==> src/rtl/dvfs_seq_pkg.sv <==
package dvfs_seq_pkg;

  typedef enum logic [1:0] {
    SQ_IDLE,
    SQ_DECIDE,
    SQ_SETTLE
  } seq_state_t;

  typedef enum logic [2:0] {
    STEP_NONE,
    STEP_F_UP,
    STEP_F_DN,
    STEP_V_UP,
    STEP_V_DN
  } step_t;

  // lowest voltage index able to carry frequency index fi (rounded up)
  function automatic int unsigned volt_floor(int unsigned fi, int unsigned nf,
                                             int unsigned nv);
    if (nf < 2) return 0;
    return (fi * (nv - 1) + (nf - 2)) / (nf - 1);
  endfunction

endpackage

==> src/rtl/dvfs_vfloor_rom.sv <==
module dvfs_vfloor_rom #(
  parameter int NF = 16,
  parameter int NV = 32,
  parameter int FW = 4,
  parameter int VW = 5
) (
  input  logic [FW-1:0] fidx_i,
  output logic [VW-1:0] vfloor_o
);
  import dvfs_seq_pkg::*;

  logic [VW-1:0] rom [NF];

  for (genvar g = 0; g < NF; g++) begin : g_ent
    assign rom[g] = VW'(volt_floor(g, NF, NV));
  end

  assign vfloor_o = rom[fidx_i];
endmodule

==> src/rtl/dvfs_step_planner.sv <==
module dvfs_step_planner #(
  parameter int FW = 4,
  parameter int VW = 5
) (
  input  logic [VW-1:0]       cur_v,
  input  logic [FW-1:0]       cur_f,
  input  logic [FW-1:0]       tgt_f,
  input  logic [VW-1:0]       tgt_vfloor,
  output dvfs_seq_pkg::step_t step_o
);
  import dvfs_seq_pkg::*;

  always_comb begin
    step_o = STEP_NONE;
    if (cur_f > tgt_f) begin
      step_o = STEP_F_DN;
    end else if (cur_f < tgt_f) begin
      if (cur_v < tgt_vfloor) step_o = STEP_V_UP;
      else                    step_o = STEP_F_UP;
    end else if (cur_v > tgt_vfloor) begin
      step_o = STEP_V_DN;
    end else if (cur_v < tgt_vfloor) begin
      step_o = STEP_V_UP;
    end
  end
endmodule

==> src/rtl/dvfs_settle_timer.sv <==
module dvfs_settle_timer #(
  parameter int SETTLE_CYC = 16
) (
  input  logic clk,
  input  logic rst,
  input  logic start_i,
  output logic expired_o
);
  localparam int CW = (SETTLE_CYC < 2) ? 1 : $clog2(SETTLE_CYC);

  logic [CW-1:0] cnt;
  logic          run;

  always_ff @(posedge clk) begin
    if (rst) begin
      cnt <= '0;
      run <= 1'b0;
    end else if (start_i) begin
      cnt <= CW'(SETTLE_CYC - 1);
      run <= 1'b1;
    end else if (run) begin
      if (cnt == '0) run <= 1'b0;
      else           cnt <= cnt - 1'b1;
    end
  end

  assign expired_o = run && (cnt == '0);
endmodule

==> src/rtl/dvfs_seq.sv <==
module dvfs_seq #(
  parameter int NUM_FLEVELS = 16,
  parameter int NUM_VLEVELS = 32,
  parameter int SETTLE_CYC  = 4000000,
  localparam int FW = $clog2(NUM_FLEVELS),
  localparam int VW = $clog2(NUM_VLEVELS)
) (
  input  logic          clk,
  input  logic          rst,
  input  logic          req_valid,
  input  logic [FW-1:0] req_fidx,
  output logic          busy,
  output logic          done,
  output logic [VW-1:0] vidx_o,
  output logic [FW-1:0] fidx_o
);
  import dvfs_seq_pkg::*;

  seq_state_t    state;
  logic [FW-1:0] tgt_f;
  logic [FW-1:0] pend_f;
  logic          pend_vld;
  logic [FW-1:0] eff_f;
  logic [VW-1:0] eff_floor;
  step_t         step;
  logic          settle_start;
  logic          settle_done;

  assign eff_f = pend_vld ? pend_f : tgt_f;

  dvfs_vfloor_rom #(
    .NF(NUM_FLEVELS), .NV(NUM_VLEVELS), .FW(FW), .VW(VW)
  ) floor_i (
    .fidx_i  (eff_f),
    .vfloor_o(eff_floor)
  );

  dvfs_step_planner #(.FW(FW), .VW(VW)) plan_i (
    .cur_v     (vidx_o),
    .cur_f     (fidx_o),
    .tgt_f     (eff_f),
    .tgt_vfloor(eff_floor),
    .step_o    (step)
  );

  assign settle_start = (state == SQ_DECIDE) &&
                        ((step == STEP_V_UP) || (step == STEP_V_DN));

  dvfs_settle_timer #(.SETTLE_CYC(SETTLE_CYC)) timer_i (
    .clk      (clk),
    .rst      (rst),
    .start_i  (settle_start),
    .expired_o(settle_done)
  );

  always_ff @(posedge clk) begin
    if (rst) begin
      state    <= SQ_IDLE;
      vidx_o   <= '0;
      fidx_o   <= '0;
      tgt_f    <= '0;
      pend_f   <= '0;
      pend_vld <= 1'b0;
      busy     <= 1'b0;
      done     <= 1'b0;
    end else begin
      done <= 1'b0;
      case (state)
        SQ_IDLE: begin
          if (req_valid) begin
            tgt_f <= req_fidx;
            busy  <= 1'b1;
            state <= SQ_DECIDE;
          end
        end
        SQ_DECIDE: begin
          tgt_f    <= eff_f;
          pend_vld <= 1'b0;
          case (step)
            STEP_F_UP: fidx_o <= fidx_o + 1'b1;
            STEP_F_DN: fidx_o <= fidx_o - 1'b1;
            STEP_V_UP: begin
              vidx_o <= vidx_o + 1'b1;
              state  <= SQ_SETTLE;
            end
            STEP_V_DN: begin
              vidx_o <= vidx_o - 1'b1;
              state  <= SQ_SETTLE;
            end
            default: begin
              if (!req_valid) begin
                busy  <= 1'b0;
                done  <= 1'b1;
                state <= SQ_IDLE;
              end
            end
          endcase
        end
        SQ_SETTLE: begin
          if (settle_done) state <= SQ_DECIDE;
        end
        default: state <= SQ_IDLE;
      endcase
      if (req_valid && (state != SQ_IDLE)) begin
        pend_f   <= req_fidx;
        pend_vld <= 1'b1;
      end
    end
  end
endmodule

==> config.mk <==
export PLATFORM = sky130hd
export DESIGN_NAME = dvfs_seq
export DESIGN_NICKNAME = d
export VERILOG_FILES = /design/src/rtl/dvfs_seq_pkg.sv /design/src/rtl/dvfs_vfloor_rom.sv /design/src/rtl/dvfs_step_planner.sv /design/src/rtl/dvfs_settle_timer.sv /design/src/rtl/dvfs_seq.sv
export SDC_FILE = /design/constraint.sdc
export NUM_CORES = 1
export LEC_CHECK = 0
export BUFFER_PORTS_ARGS = -buffer_cell sky130_fd_sc_hd__buf_2
export CAP_MARGIN = 15
export CORE_MARGIN = 5
export CORE_UTILIZATION = 60
export DETAILED_ROUTE_END_ITERATION = 8
export PLACE_DENSITY = 0.79
export REMOVE_ABC_BUFFERS = 1
export SLEW_MARGIN = 20
export SYNTH_ARGS = -nofsm -noshare
export SYNTH_HDL_FRONTEND = slang
export SYNTH_SLANG_ARGS = --single-unit
==> constraint.sdc <==
create_clock -name clk -period 4.2 [get_ports clk]
set_input_delay 0.42 -clock clk [delete_from_list [all_inputs] [get_ports clk]]
set_output_delay 0.42 -clock clk [all_outputs]
set_load 0.02 [all_outputs]
==> results of run 1 <==
-- final cells by class --
class,count,area (µm²)
sequential,45,901
multi-input combinational,220,1540
fill,345,1270
tap,50,62.6
timing repair buffer,17,85.1
inverter,9,33.8
clock buffer,5,68.8
clock inverter,3,68.8
-- layout by cell type, fill, tap and decap left out, drive strengths merged, types with 2 or more instances in the layout --
cell type,Yosys,routed
a21o,3,3
a31oi,3,3
o21ai,2,2
nor3,13,13
a311oi,2,2
bufinv,0,2
or4,3,3
buf,5,17
and2,2,2
o31ai,2,2
clkbuf,8,5
nor2b,2,2
mux2i,14,14
xor2,6,6
inv,9,10
a21oi,23,23
nand3,5,5
a22oi,4,4
or3b,2,2
ha,15,15
fa,2,2
nand2b,4,4
nor4,6,6
a211o,2,2
nor2,51,51
xnor2,15,15
or3,3,3
nand4,3,3
a211oi,2,2
dfxtp,45,45
nand2,16,16
-- through the flow --
stage                     power [W]   util
final                       0.00232  0.684
after global routing        0.00254  0.684
after CTS                   0.00234  0.684
after detailed placement    0.00194  0.650
after global placement      0.00191  0.650
after floorplan             0.00168      -
-- per-layer routing --
layer,track usage,up-vias
li1,-,1034
met1,0.237,934
met2,0.314,30
met3,0.0427,13
met4,0.0830,0
met5,0,-
-- critical path, stage by stage, from the launching register on --
cell      delay, ns
dfxtp_1        0.46
mux2i_1        0.40
ha_1           0.32
nand3_1        0.10
o21bai_1       0.09
a211oi_1       0.52
nor3_1         0.22
fa_1           0.46
a21o_1         0.19
a21oi_1        0.18
nor4_1         0.08
or4_1          0.43
a21oi_1        0.16
-- state kept, by name, summed over array words and instances (netlist names) --
signal and cells:
pend_f 4, vidx_o 5, done 1, fidx_o 4, tgt_f 4, busy 1
pend_vld 1, timer_i.cnt 22, state 2, timer_i.run 1
-- how the worst max path moves through the flow --
stage                                  end                   from  cells after the start
floorplan           vidx_o[4]$_SDFFE_PP0P_  pend_vld$_SDFFE_PP0P_                     12
global placement    vidx_o[4]$_SDFFE_PP0P_  pend_vld$_SDFFE_PP0P_                     12
detailed placement  vidx_o[4]$_SDFFE_PP0P_  pend_vld$_SDFFE_PP0P_                     12
CTS                 vidx_o[4]$_SDFFE_PP0P_  pend_vld$_SDFFE_PP0P_                     12
global route        vidx_o[4]$_SDFFE_PP0P_  pend_vld$_SDFFE_PP0P_                     11
finish              vidx_o[4]$_SDFFE_PP0P_  pend_vld$_SDFFE_PP0P_                     12
-- where the power goes --
group / internal, W / total, W / switching [W]
registers: 0.000552 / 0.000696 / 0.000144
logic: 0.000510 / 0.00124 / 0.000726
clock network: 0.000239 / 0.000390 / 0.000150
total: 0.00130 / 0.00232 / 0.00102
-- kinds of logic (layout without fill, tap and decap cells) --
| kind of cell | count (synthesis) | in the layout | share of synthesized area |
|---|---|---|---|
| AO/OA/AOI/OAI | 53 | 53 | 0.150 |
| buffers and inverters | 22 | 34 | 0.0337 |
| adder cells (fa/ha/maj) | 17 | 17 | 0.0902 |
| multiplexers | 15 | 15 | 0.0600 |
| flip-flops | 45 | 45 | 0.357 |
| XOR/XNOR | 21 | 21 | 0.0729 |
| AND/OR/NAND/NOR | 114 | 114 | 0.236 |
==> results.toml, run 1 <==
[run_status]
outcome = "finished clean"

[logic_synthesis]
yosysTopAreaCellShare = 0.357
synth_area_leaders = "dfxtp_1 (36%), nor2_1 (7.6%), ha_1 (7.4%)"
synth_area_um2 = 2520
syn_avg_cell_area_um2 = 8.79
synth_area_leader_cell = "dfxtp_1"
ys_warn_count = 0
ys_seq_area_frac = 0.357
ys.flop_type = "dfxtp_1"
netlist_top_cells_count = "nor2_1 (51), dfxtp_1 (45), a21oi_1 (22)"
synth-edff-count = 0
synth_most_common_cell = "nor2_1"
synth.distinct_cells = 53
async_reset_ff_frac = 0
synthCells = 287
synth_seq_cells = 45

[critical_path]
r2r-end = "vidx_o[4]$_SDFFE_PP0P_"
cp-end-kind = "flip-flop"
worstPathArrival_ns = 3.90
start_kind = "flip-flop"
cp_max_fo = 5
reg2reg_depth = 12
r2r_slack_ns = 0.52
critPathKind = "reg2reg"
cp_data_required_time_ns = 4.42
reg2reg_from = "pend_vld$_SDFFE_PP0P_"

[floorplanning]
die_x_um = 74.9
die_y_um = 74.9
initial_core_util = 0.626
io_pins = 18
dieArea_um2 = 5600
num_rows = 23
core_area_um2 = 4030

[place]
port_buffers = 17
dp_slack_ns = 0.572
dp_hpwl_mm = 3.47
post_dp_cell_area_um2 = 2620
gp_congestion = 0.867
place_inst = 341

[grt]
antenna_found_initial = 0
grt_overflow = 0
grt_pass1_wl_mm = 8.39
grt_max_degree = 41
grt_pass1_vias = 1955
grt_usage = 0.190

[sta]
rsz0062_at_grt = "false"
max_slew_margin = 0.452
setup-tns-final_ns = 0
setup_viol_count_final = 0
hold_ws_ns = 0.374
fmax_mhz = 272
finalClockSkew_ns = 0.00661
maxSlewViolCount = 0
worst_slew_pin_slew_ns = 0.821
fin_crit_sh = 0.876
hold_viol_final = 0
fin_ws_ns = 0.519
fin_crit_ns = 3.68

[pwr]
vdd_drop_max_v = 0.000565
powerDensity_nw_per_um2 = 842
p_leak_nw = 1.18

[routing]
met3_length_um = 149
via_per_inst = 5.76
drt-pass1-iter-count = 4
dr_wl_met2_mm = 2.26
dr_total_vias = 2011
routedWlPerCell_um = 13.6
wl_mm = 4.74
wl_met1_mm = 2.21
drt_iter0_markers = 79
highest_layer = "met4"
route.detailed.drc = 0
ant_nets = 0

[clocking]
hold_buffers = 0
postCtsSetupRepairBufs = 0
insertion_delay_ns = 0.29
numCtsBuffers = 5
path_clk_slew_ns = 0.09
root_buffer = "clkbuf_8"
cts_sinks = 45
cts.htree.levels = 2
cts_max_path_buffers = 2
tritoncts = "done"
cts-resized-gates = 0

[cells_and_area]
n_antenna_cell = 0
design_area_um2 = 2760
area_delta_synth_final_pct = 9.27
drive_gt1_frac = 0.134
fin_nets = 322
final_cells = 349

[worst_hold_path]
holdPathStages = 3
hp-start = "req_fidx[0]"
hold_end = "pend_f[0]$_SDFFE_PP0P_"
min_path_type = "in2reg"

[run]
maxCapViolCount = 0
(Power assumes the default switching activity.)
==> inputs of run 2 (changes only) <==
--- a/config.mk
+++ b/config.mk
@@ -7,10 +7,12 @@
 export LEC_CHECK = 0
 export BUFFER_PORTS_ARGS = -buffer_cell sky130_fd_sc_hd__buf_2
 export CAP_MARGIN = 15
+export CELL_PAD_IN_SITES_DETAIL_PLACEMENT = 1
+export CELL_PAD_IN_SITES_GLOBAL_PLACEMENT = 2
 export CORE_MARGIN = 5
-export CORE_UTILIZATION = 60
+export CORE_UTILIZATION = 37
 export DETAILED_ROUTE_END_ITERATION = 8
-export PLACE_DENSITY = 0.79
+export PLACE_DENSITY = 0.88
 export REMOVE_ABC_BUFFERS = 1
 export SLEW_MARGIN = 20
 export SYNTH_ARGS = -nofsm -noshare
==> run 2 against run 1 <==
Flip-flop and latch count unchanged. Combinational power about the same. Sequential share of layout area down 0.19 points. Non-clock buffer count unchanged. Fmax down 1.7%. Critical path depth unchanged. Sequential power up 1%. Via count up 3.3%. Clock skew up 0.0049 ns. Critical endpoint unchanged.
==> results.toml, run 2 (synthesized netlist as in run 1, its figures left out) <==
[run_status]
outcome = "finished clean"

[sta]
max_slew_margin = 0.438
rsz0062_at_grt = "false"
maxSlewViolCount = 0
fin_crit_ns = 3.75
worst_slew_pin_slew_ns = 0.842
fin_crit_sh = 0.892
setup-tns-final_ns = 0
hold_viol_final = 0
finalClockSkew_ns = 0.0115
fmax_mhz = 267
setup_viol_count_final = 0

[clocking]
path_clk_slew_ns = 0.09
cts-resized-gates = 0
hold_buffers = 0
insertion_delay_ns = 0.30
numCtsBuffers = 5
postCtsSetupRepairBufs = 0
cts_max_path_buffers = 2
cts_sinks = 45
root_buffer = "clkbuf_8"
cts.htree.levels = 2
tritoncts = "done"

[place]
post_dp_cell_area_um2 = 2660
dp_hpwl_mm = 4.27
gp_congestion = 0.847
port_buffers = 17

[cells_and_area]
reg_top3 = "timer_i.cnt: 22 flops, vidx_o: 5 flops"
layout_commonest_cell = "nor2_1"
area_delta_synth_final_pct = 9.92
num-fill-cells = 800
final_cell_mix = "nor2_1 (51), dfxtp_1 (45), a21oi_1 (22)"
largest-register = "timer_i.cnt"
fin_nets = 322
drive_gt1_frac = 0.130
design_area_um2 = 2770
n_antenna_cell = 0
largest_register_ffs = 22

[floorplanning]
core_area_um2 = 6720
die_y_um = 92.6
dieArea_um2 = 8570
die_x_um = 92.6
io_pins = 18
num_rows = 30
initial_core_util = 0.376

[routing]
wl_mm = 5.79
drt_iter0_markers = 30
routedWlPerCell_um = 15.3
ant_nets = 0
via_per_inst = 5.48
drt-pass1-iter-count = 4
dr_total_vias = 2077
route.detailed.drc = 0

[pwr]
powerDensity_nw_per_um2 = 837
vdd_drop_max_v = 0.000439
p_leak_nw = 1.17

[critical_path]
cp_max_fo = 5
critPathKind = "reg2reg"
cp_data_required_time_ns = 4.43
start_kind = "flip-flop"
cp-end-kind = "flip-flop"
worstPathArrival_ns = 3.98

[grt]
grt_pass1_vias = 2313
antenna_found_initial = 0
grt_usage = 0.149
grt_max_degree = 41
grt_pass1_wl_mm = 10.6
grt_overflow = 0

[worst_hold_path]
min_path_type = "in2reg"

[run]
maxCapViolCount = 0
==> run 2: cell count changes in the layout (fill, tap and decap cells not counted) <==
cell,before,now
bufinv_16,2,1
clkbuf_1,0,1
clkbuf_8,5,6
inv_6,1,0
==> run 2: final timing paths <==
| path | from | endpoint | slack (ns) | cells past startpoint |
|---|---|---|---|---|
| min reg2reg | timer_i.cnt[10]$_SDFFE_PP0P_ | timer_i.cnt[10]$_SDFFE_PP0P_ | 0.49 | 2 |
| min | req_fidx[2] | pend_f[2]$_SDFFE_PP0P_ | 0.37 | 3 |
| max | pend_vld$_SDFFE_PP0P_ | vidx_o[4]$_SDFFE_PP0P_ | 0.45 | 12 |
| max reg2reg | pend_vld$_SDFFE_PP0P_ | vidx_o[4]$_SDFFE_PP0P_ | 0.45 | 12 |
==> run 2: where the power goes <==
group | total, W | switching [W] | internal (W) | leakage, nW
Sequential | 0.000703 | 0.000151 | 0.000552 | 0.368
Combinational | 0.00127 | 0.000759 | 0.000511 | 0.741
Clock | 0.000350 | 0.000156 | 0.000194 | 0.0585
Total | 0.00232 | 0.00107 | 0.00126 | 1.17
==> run 2: metal layers <==
metal  vias to the layer above  routed length (µm)  track usage
met1                      1014                2620        0.176
met5                         -                   0            0
met3                        11                  95       0.0268
met2                        22                2960        0.268
met4                         0                 119       0.0557
li1                       1030                   -            -
==> run 2: final cells by class <==
cell class	instances	area (µm²)	share of cell area
repair buffers	17	85.1	0.0307
inverters	9	33.8	0.0122
clock inverters	1	30.0	0.0108
multi-input cells	220	1540	0.554
flip-flops and latches	45	901	0.325
well taps	80	100	0.0361
clock buffers	7	86.3	0.0311
==> run 2: per-stage QoR <==
stage / hold WS (ns) / total power (W) / cells / util / setup slack [ns]
final: 0.372 / 0.00232 / 379 / 0.413 / 0.454
after global routing: 0.374 / 0.00254 / 379 / 0.413 / 0.0764
after CTS: 0.370 / 0.00235 / 379 / 0.413 / 0.419
after detailed placement: 0.484 / 0.00199 / 371 / 0.396 / 0.516
after global placement: 0.454 / 0.00194 / 371 / 0.396 / 0.669
after floorplan: 0.443 / 0.00168 / 274 / - / 0.962
==> run 2: critical path, stage by stage, from the launching register on <==
cell,delay [ns]
dfxtp_1,0.46
mux2i_1,0.38
ha_1,0.32
a21oi_1,0.16
nor2_1,0.08
a211oi_1,0.54
nor3_1,0.24
fa_1,0.46
a21o_1,0.19
a21oi_1,0.18
nor4_1,0.09
or4_1,0.42
a21oi_1,0.14
==> inputs of run 3 (changes only) <==
--- a/config.mk
+++ b/config.mk
@@ -7,12 +7,10 @@
 export LEC_CHECK = 0
 export BUFFER_PORTS_ARGS = -buffer_cell sky130_fd_sc_hd__buf_2
 export CAP_MARGIN = 15
-export CELL_PAD_IN_SITES_DETAIL_PLACEMENT = 1
-export CELL_PAD_IN_SITES_GLOBAL_PLACEMENT = 2
-export CORE_MARGIN = 5
-export CORE_UTILIZATION = 37
+export CORE_UTILIZATION = 60
 export DETAILED_ROUTE_END_ITERATION = 8
 export PLACE_DENSITY = 0.88
+export RECOVER_POWER = 100
 export REMOVE_ABC_BUFFERS = 1
 export SLEW_MARGIN = 20
 export SYNTH_ARGS = -nofsm -noshare
==> run 3 against run 2 <==
Die area shrank 48%. Design area shrank 2.4%. Largest cell class unchanged. Fmax grew 0.70%.
==> results.toml, run 3 (synthesized netlist as in run 1, its figures left out) <==
[clocking]
root_buffer = "clkbuf_8"
hold_buffers = 0
path_clk_slew_ns = 0.08
cts_max_path_buffers = 2
cts.htree.levels = 2
cts_sinks = 45
postCtsSetupRepairBufs = 0
cts-resized-gates = 0
tritoncts = "done"
insertion_delay_ns = 0.30
numCtsBuffers = 5

[pwr]
vdd_drop_max_v = 0.000524
seq_power_share = 0.310
p_switching_w = 0.00102
combPwrFrac = 0.544
p_clk_frac = 0.145
intPower_w = 0.00123
swShare = 0.454
powerDensity_nw_per_um2 = 830
p_leak_nw = 1.11
total_power_w = 0.00225

[routing]
drt-pass1-iter-count = 4
via_per_inst = 5.84
routedWlPerCell_um = 13.8
route.detailed.drc = 0
dr_total_vias = 2039
wl_mm = 4.81
drt_iter0_markers = 106
ant_nets = 0

[sta]
finalClockSkew_ns = 0.00997
fin_crit_sh = 0.886
maxSlewViolCount = 0
rsz0062_at_grt = "false"
setup-tns-final_ns = 0
fmax_mhz = 269
hold_viol_final = 0
setup_viol_count_final = 0
max_slew_margin = 0.238
fin_crit_ns = 3.72
worst_slew_pin_slew_ns = 1.14

[place]
port_buffers = 17
gp_congestion = 0.825
dp_hpwl_mm = 3.47

[cells_and_area]
area_delta_synth_final_pct = 7.24
multi_input_area_um2 = 1530
largest-register = "timer_i.cnt"
final_cell_mix = "nor2_1 (51), dfxtp_1 (45), a21oi_1 (22)"
fin_nets = 322
seqCellArea_um2 = 901
reg_top3 = "timer_i.cnt: 22 flops, vidx_o: 5 flops"
layout_commonest_cell = "nor2_1"
n_antenna_cell = 0
largest_register_ffs = 22
drive_gt1_frac = 0.0836
num-fill-cells = 345

[grt]
grt_overflow = 0
grt_usage = 0.235
grt_pass1_vias = 1878
grt_pass1_wl_mm = 7.99
antenna_found_initial = 0
grt_max_degree = 41

[critical_path]
r2r_slack_ns = 0.48
reg2reg_from = "pend_vld$_SDFFE_PP0P_"
cp_max_fo = 6
start_kind = "flip-flop"
worstPathArrival_ns = 3.94
reg2reg_depth = 12
cp-end-kind = "flip-flop"
critPathKind = "reg2reg"
r2r-end = "vidx_o[4]$_SDFFE_PP0P_"
cp_data_required_time_ns = 4.42

[floorplanning]
io_pins = 18
initial_core_util = 0.626
core_area_um2 = 4030
die_y_um = 66.9
die_x_um = 66.9
dieArea_um2 = 4470
num_rows = 23

[worst_hold_path]
min_path_type = "in2reg"
holdPathStages = 3
hp-start = "req_fidx[2]"
hold_end = "pend_f[2]$_SDFFE_PP0P_"

[run_status]
outcome = "finished clean"

[run]
maxCapViolCount = 0
==> run 3: per-layer routing <==
metal	vias up	track usage	wire [µm]
met5	-	0	0
met4	0	0.0718	61
met3	8	0.0582	198
met2	55	0.431	2370
met1	939	0.263	2180
li1	1037	-	-
==> run 3: final cells by class <==
cell class | count | share of cell area
well taps | 50 | 0.0231
flip-flops and latches | 45 | 0.333
repair buffers | 17 | 0.0264
clock inverters | 2 | 0.0143
multi-input cells | 220 | 0.564
clock buffers | 6 | 0.0268
inverters | 9 | 0.0125
==> run 3: worst max-delay path by stage <==
stage / start / endpoint / slack (ns) / cells past startpoint
after detailed placement: pend_vld$_SDFFE_PP0P_ / vidx_o[4]$_SDFFE_PP0P_ / 0.55 / 12
after floorplan: pend_vld$_SDFFE_PP0P_ / vidx_o[4]$_SDFFE_PP0P_ / 0.96 / 12
after CTS: pend_vld$_SDFFE_PP0P_ / vidx_o[4]$_SDFFE_PP0P_ / 0.52 / 12
final: pend_vld$_SDFFE_PP0P_ / vidx_o[4]$_SDFFE_PP0P_ / 0.48 / 12
after global placement: pend_vld$_SDFFE_PP0P_ / vidx_o[4]$_SDFFE_PP0P_ / 0.75 / 12
after global routing: pend_vld$_SDFFE_PP0P_ / vidx_o[4]$_SDFFE_PP0P_ / 0.26 / 12
==> run 3: worst max-delay path, stage by stage (launching register included) <==
cell       delay, ns
dfxtp_1         0.46
mux2i_1         0.44
ha_1            0.33
nor2b_1         0.15
o211ai_1        0.27
o2bb2ai_1       0.28
nor3_1          0.20
fa_1            0.45
a21o_1          0.20
a21oi_1         0.19
nor4_1          0.08
or4_1           0.43
a21oi_1         0.18
==> run 3: stage by stage <==
stage	hold slack (ns)	std cells	utilization	setup slack, ns	area (µm²)
final	0.377	349	0.672	0.480	2710
after global routing	0.386	349	0.672	0.257	2710
after CTS	0.371	349	0.678	0.524	2730
after detailed placement	0.484	341	0.650	0.547	2620
after global placement	0.459	341	0.650	0.748	2620
after floorplan	0.443	274	-	0.962	2470
==> run 3: power by group through the flow <==
stage / clock (W) / sequential [W] / combinational, W
floorplan: 0 / 0.000703 / 0.000979
global placement: 0 / 0.000701 / 0.00119
detailed placement: 0 / 0.000709 / 0.00124
CTS: 0.000333 / 0.000699 / 0.00125
global route: 0.000352 / 0.000720 / 0.00136
finish: 0.000327 / 0.000697 / 0.00122
